### config.mk
export PLATFORM = sky130hd
export DESIGN_NAME = lat_accum_monitor
export DESIGN_NICKNAME = d
export VERILOG_FILES = /design/src/rtl/lam_pkg.sv /design/src/rtl/lam_qual.sv /design/src/rtl/lam_occ.sv /design/src/rtl/lam_sat_cnt.sv /design/src/rtl/lat_accum_monitor.sv
export SDC_FILE = /design/constraint.sdc
export NUM_CORES = 2
export LEC_CHECK = 0
export ABC_CLOCK_PERIOD_IN_PS = 8300
export BUFFER_PORTS_ARGS = -buffer_cell sky130_fd_sc_hd__buf_2
export CORE_AREA = 2 2 260 262
export DETAILED_ROUTE_END_ITERATION = 16
export DIE_AREA = 0 0 262 264
export GPL_TIMING_DRIVEN = 0
export PLACE_DENSITY_LB_ADDON = 0.12
export SLEW_MARGIN = 20
export SYNTH_ARGS = -nofsm -noshare
export SYNTH_HDL_FRONTEND = slang
export SYNTH_SLANG_ARGS = --single-unit
### constraint.sdc
create_clock -name clk -period 8.3 [get_ports clk]
set_input_delay 2.49 -clock clk [delete_from_list [all_inputs] [get_ports clk]]
set_output_delay 2.49 -clock clk [all_outputs]
set_load 0.05 [all_outputs]
### src/rtl/lam_pkg.sv
package lam_pkg;
  // Channel index bit 0 marks a write channel.
  function automatic logic ch_is_write(int ch);
    return ch[0];
  endfunction
endpackage

### src/rtl/lam_qual.sv
module lam_qual #(
  parameter int NACC  = 4,
  parameter int ACC_W = 2
) (
  input  logic             vld,
  input  logic [ACC_W-1:0] acc,
  input  logic [NACC-1:0]  mask,
  input  logic             active,
  output logic             hit
);
  function automatic logic acc_sel(logic [NACC-1:0] m, logic [ACC_W-1:0] a);
    if (m == '0) return 1'b1;
    if (int'(a) >= NACC) return 1'b0;
    return m[a];
  endfunction

  assign hit = vld && active && acc_sel(mask, acc);
endmodule

### src/rtl/lam_occ.sv
module lam_occ #(
  parameter int OCC_W = 16
) (
  input  logic             clk,
  input  logic             rst_n,
  input  logic             inc,
  input  logic             dec,
  output logic [OCC_W-1:0] occ,
  output logic             udf
);
  localparam logic [OCC_W-1:0] OCC_MAX = '1;

  logic [OCC_W-1:0] occ_nxt;

  function automatic logic [OCC_W-1:0] occ_step(logic [OCC_W-1:0] cur, logic up, logic dn);
    if (up && !dn) return (cur == OCC_MAX) ? cur : cur + 1'b1;
    if (dn && !up) return (cur == '0) ? cur : cur - 1'b1;
    return cur;
  endfunction

  assign occ_nxt = occ_step(occ, inc, dec);
  assign udf     = dec && !inc && (occ == '0);

  always_ff @(posedge clk) begin
    if (!rst_n) occ <= '0;
    else        occ <= occ_nxt;
  end
endmodule

### src/rtl/lam_sat_cnt.sv
module lam_sat_cnt #(
  parameter int W  = 64,
  parameter int AW = 1
) (
  input  logic          clk,
  input  logic          rst_n,
  input  logic          clr,
  input  logic          en,
  input  logic [AW-1:0] inc,
  output logic [W-1:0]  cnt
);
  function automatic logic [W-1:0] sat_add(logic [W-1:0] a, logic [AW-1:0] b);
    logic [W:0] s;
    s = {1'b0, a} + {{(W+1-AW){1'b0}}, b};
    return s[W] ? '1 : s[W-1:0];
  endfunction

  always_ff @(posedge clk) begin
    if (!rst_n || clr) cnt <= '0;
    else if (en)       cnt <= sat_add(cnt, inc);
  end
endmodule

### src/rtl/lat_accum_monitor.sv
module lat_accum_monitor #(
  parameter int NCH   = 4,
  parameter int NACC  = 4,
  parameter int CNT_W = 64,
  parameter int OCC_W = 16,
  localparam int ACC_W = (NACC > 1) ? $clog2(NACC) : 1
) (
  input  logic                   clk,
  input  logic                   rst_n,
  input  logic                   cnt_en,
  input  logic                   cnt_clr,
  input  logic                   peer_mode,
  input  logic [NACC-1:0]        acc_mask,
  input  logic [NCH-1:0]         iss_vld,
  input  logic [NCH*ACC_W-1:0]   iss_acc,
  input  logic [NCH-1:0]         ret_vld,
  input  logic [NCH*ACC_W-1:0]   ret_acc,
  output logic [NCH*CNT_W-1:0]   req_cnt,
  output logic [NCH*CNT_W-1:0]   cum_cnt,
  output logic [CNT_W-1:0]       cyc_cnt,
  output logic [NCH*OCC_W-1:0]   inflight,
  output logic [NCH-1:0]         underflow_err
);
  // Qualified events and underflow pulses, named for the checker.
  logic [NCH-1:0] iss_q;
  logic [NCH-1:0] ret_q;
  logic [NCH-1:0] udf_evt;

  lam_sat_cnt #(.W(CNT_W), .AW(1)) u_cyc (
    .clk(clk), .rst_n(rst_n), .clr(cnt_clr), .en(cnt_en),
    .inc(1'b1), .cnt(cyc_cnt)
  );

  for (genvar c = 0; c < NCH; c++) begin : g_ch
    localparam logic IS_WR = lam_pkg::ch_is_write(c);
    logic ch_act;
    logic err_q;

    assign ch_act = !(peer_mode && IS_WR);

    lam_qual #(.NACC(NACC), .ACC_W(ACC_W)) u_qi (
      .vld(iss_vld[c]), .acc(iss_acc[c*ACC_W +: ACC_W]), .mask(acc_mask),
      .active(ch_act), .hit(iss_q[c])
    );
    lam_qual #(.NACC(NACC), .ACC_W(ACC_W)) u_qr (
      .vld(ret_vld[c]), .acc(ret_acc[c*ACC_W +: ACC_W]), .mask(acc_mask),
      .active(ch_act), .hit(ret_q[c])
    );

    lam_occ #(.OCC_W(OCC_W)) u_occ (
      .clk(clk), .rst_n(rst_n), .inc(iss_q[c]), .dec(ret_q[c]),
      .occ(inflight[c*OCC_W +: OCC_W]), .udf(udf_evt[c])
    );

    lam_sat_cnt #(.W(CNT_W), .AW(1)) u_req (
      .clk(clk), .rst_n(rst_n), .clr(cnt_clr), .en(cnt_en),
      .inc(iss_q[c]), .cnt(req_cnt[c*CNT_W +: CNT_W])
    );
    lam_sat_cnt #(.W(CNT_W), .AW(OCC_W)) u_cum (
      .clk(clk), .rst_n(rst_n), .clr(cnt_clr), .en(cnt_en),
      .inc(inflight[c*OCC_W +: OCC_W]), .cnt(cum_cnt[c*CNT_W +: CNT_W])
    );

    always_ff @(posedge clk) begin
      if (!rst_n || cnt_clr) err_q <= 1'b0;
      else if (udf_evt[c])   err_q <= 1'b1;
    end
    assign underflow_err[c] = err_q;
  end
endmodule

==> impl_metrics.env <==
export IMPL_max_cap_violations=0
export IMPL_hold_class="reg2reg"
export IMPL_synth_cells=4135
export IMPL_holdBufCountCts=0
export IMPL_drc_errors=0
export IMPL_post_route_period_util_pct=73.2
export IMPL_drive_gt1_share_pct=18.7
export IMPL_finalClockSkew_ns=0.0262
export IMPL_seq_area_sq_um=12900
export IMPL_yosys_register_bits=644
export IMPL_drt_iter0_markers=2795
export IMPL_rsz0062_at_grt="no"
export IMPL_hpwl_um=94200
export IMPL_synth_cell_types=90
export IMPL_irDropWorstVdd_v=0.000148
export IMPL_startpoint_type="input pin"
export IMPL_cp_top_family="simple AND/OR/NAND/NOR gates"
export IMPL_seq_area_frac_synth_pct=37.9
export IMPL_worstSetupPathType="in2reg"
export IMPL_clk_pin_slew_ns=0.06
export IMPL_synth_async_reset_ratio_pct=0
export IMPL_gp_congestion=0.961
export IMPL_post_route_min_period_ns=6.07
export IMPL_wirelength_um=124000
export IMPL_cts_root_buf="clkbuf_16"
export IMPL_nFillCells=6262
export IMPL_crit_slowest_cell="nor2_1"
export IMPL_p_per_area_nw_per_um2=171
export IMPL_cp_cell_sequence="buf_2 -> nor4_4 -> o21ai_1 -> nor2_1 -> ha_1 -> nand4_2 -> nor3_1 -> and2_1 -> clkbuf_1 -> nand3_1 -> nor2_1 -> nand2_1 -> clkbuf_1 -> a21oi_1"
export IMPL_die_h_um=264
export IMPL_io_pins=677
export IMPL_max_slew_margin_rel_pct=19.5
export IMPL_synth_edf_count=0
export IMPL_final_setup_tns_ns=0
export IMPL_finalSetupViolations=0
export IMPL_critPathArrivalTime_ns=6.63
export IMPL_slowest_delay_ns=0.58
export IMPL_coreArea_sq_um=66600
export IMPL_fp_dieArea_sq_um=69200
export IMPL_critPathRequiredTime_ns=8.86
export IMPL_num_vias=34500
export IMPL_worstMarginPinSlew_ns=1.21
export IMPL_post_cts_setup_buffer_count=0
export IMPL_overflow=0
export IMPL_final_net_count=5008
export IMPL_fin_area_sq_um=40700
export IMPL_syn_nets=4257
export IMPL_finalHoldWorstSlack_ns=0.476
export IMPL_syn_area_sq_um=34000
export IMPL_cts_resized=0
export IMPL_drtAntennaViolNets=0
export IMPL_power_leakage_nw=16.2
export IMPL_io_buffers=676
export IMPL_grt_max_degree=13
export IMPL_avgRoutedWirePerCell_um=21.3
export IMPL_synth_area_per_cell_sq_um=8.22
export IMPL_h_tree_depth=3
export IMPL_hold_viol=0
export IMPL_antenna_found_initial=1
export IMPL_crit_buf_inv=3
export IMPL_end_kind="flip-flop"
export IMPL_initial_core_util_pct=51.1
export IMPL_grt_pass1_vias=31400
export IMPL_diodes=0
export IMPL_slew_violations=0
export IMPL_numClockSinks=644
export IMPL_clk_insertion_delay_late_ns=0.63
export IMPL_rows=95
export IMPL_crit_fanout=10
export IMPL_cts_tree="done"
export IMPL_clock_fmax_mhz=165
export IMPL_syn2layout_area_growth_pct=19.8
export IMPL_multi_input_area_sq_um=19900
export IMPL_ys_flop_type="dfxtp_1"
export IMPL_grt_usage_pct=34.2
export IMPL_placed_cell_area_sq_um=38500
export IMPL_first_pass_iters=8
export IMPL_grt_pass1_wl_um=185000
export IMPL_cts_made_buffers=73
export IMPL_avgViaCountPerCell=5.94
export IMPL_cts_path_max_buffers=3
export IMPL_status="complete, no violations"
export IMPL_fp_dieW_um=262
export IMPL_yosysWarnings=0
## layout by cell type (no fill, tap or decap), types with 8 or more instances in the layout
| cell | netlist | routed |
|---|---|---|
| a21oi_1 | 541 | 541 |
| xor2_1 | 246 | 246 |
| nor3_1 | 140 | 140 |
| mux2i_1 | 17 | 17 |
| buf_4 | 8 | 8 |
| nand2b_1 | 15 | 15 |
| and2_1 | 43 | 43 |
| clkbuf_1 | 151 | 168 |
| ha_1 | 85 | 85 |
| clkbuf_8 | 0 | 14 |
| nor4_1 | 67 | 67 |
| o221a_2 | 34 | 34 |
| o21ai_0 | 177 | 177 |
| and3_1 | 125 | 125 |
| or2_2 | 17 | 17 |
| nor2b_1 | 11 | 11 |
| a211oi_1 | 26 | 26 |
| or3_1 | 41 | 41 |
| and4_1 | 47 | 47 |
| nor2_1 | 325 | 325 |
| clkbuf_16 | 0 | 73 |
| inv_1 | 85 | 85 |
| a31oi_1 | 58 | 58 |
| buf_6 | 11 | 11 |
| a21o_1 | 37 | 37 |
| o21a_1 | 13 | 13 |
| o22ai_1 | 9 | 9 |
| dfxtp_1 | 644 | 644 |
| nand2_1 | 331 | 331 |
| nand4_1 | 157 | 157 |
| clkinv_2 | 0 | 16 |
| buf_2 | 18 | 695 |
| xnor2_1 | 228 | 228 |
| a311oi_1 | 26 | 26 |
| mux4_2 | 8 | 8 |
| o211ai_1 | 9 | 9 |
| nand3_1 | 232 | 232 |
## tightest hold or removal path, stage by stage, from the launching register on
cell and delay (ns):
dfxtp_1 0.33, a21oi_1 0.04, nor2_1 0.07
## cell type report
type,instances,share of cell area [%]
buffer,197,2.16
multi-input combinational,3209,48.9
sequential,644,31.6
clock inverter,23,0.408
clock buffer,108,5.15
tap,873,2.68
inverter,85,0.783
timing repair buffer,676,8.30
## through the flow
step	power, mW	cells	utilization, %	setup WS (ns)
3_5_place_dp	3.90	5684	57.8	1.55
3_3_place_gp	3.90	5684	57.8	1.57
2_1_floorplan	3.70	4135	-	3.01
5_1_grt	7.17	5815	61.2	1.78
4_1_cts	6.99	5815	61.2	2.19
6_report	6.96	5815	61.2	2.23
## path summary, 6_finish.rpt
path,startpoint,depth (start not counted),end,slack (ns)
setup / recovery,acc_mask[0],14,g_ch[1].u_req.cnt[25],2.23
hold / removal,g_ch[3].err_q,2,g_ch[3].err_q,0.48
setup reg to reg,g_ch[1].u_occ.occ[0],9,g_ch[1].u_cum.cnt[8],4.20
hold reg to reg,g_ch[3].err_q,2,g_ch[3].err_q,0.48
## Yosys cell counts, types with 5 or more instances
cell,instances,area (sq um)
or3_1,41,257
nor3b_1,7,52.6
nor3_1,140,701
a211oi_1,26,195
xnor2_1,228,2000
o21a_1,13,97.6
a311oi_1,26,228
buf_1,8,30.0
nor4_1,67,419
nor2_1,325,1220
mux4_2,8,180
nor4_2,6,75.1
clkbuf_1,151,567
or2_2,17,106
nand2b_1,15,93.8
and2_1,43,269
a21oi_1,541,2710
inv_1,85,319
o21ai_1,6,30.0
o211a_1,7,70.1
nor2b_1,11,68.8
ha_1,85,1060
buf_4,8,60.1
nor4b_1,6,52.6
buf_2,18,90.1
buf_6,11,124
o211ai_1,9,67.6
xor2_1,246,2150
o21ai_0,177,886
o22ai_1,9,56.3
or4_1,6,45.0
nand4_1,157,982
and4_1,47,412
a31oi_1,58,363
a21o_1,37,278
mux2i_1,17,170
nand3_1,232,1160
nand2_1,331,1240
a22oi_1,5,37.5
a31o_2,7,61.3
a41oi_1,5,43.8
o221a_2,34,383
dfxtp_1,644,12900
and3_1,125,782
## report_power, final
group          switching (mW)  internal [mW]  total (mW)
clock network            1.35           1.76        3.11
logic                   0.472          0.186       0.658
registers              0.0594           3.13        3.19
total                    1.88           5.07        6.96
## registers in the layout, indices dropped and copies added, names as in the netlist
register / flops
g_ch.err_q: 4
g_ch.u_cum.cnt: 256
g_ch.u_occ.occ: 64
g_ch.u_req.cnt: 256
u_cyc.cnt: 64
## metal layers
layer  vias to the layer above  wire length (um)  track usage, %
li1                      16500                 -               -
met1                     16400             50400            42.6
met2                      1260             55400            53.3
met3                       324             11100            10.1
met4                         2              6980            17.5
met5                         -                17               0
## logic make-up after synthesis
kind of cell | after synthesis | synth area share (%)
simple gates | 1611 | 24.4
fa+ha+maj | 89 | 3.36
flops | 644 | 37.9
xor+xnor | 474 | 12.2
buf+inv | 282 | 3.51
compound gates | 1010 | 17.6
mux | 25 | 1.03
Note: power is estimated with default switching activity, not from simulation.
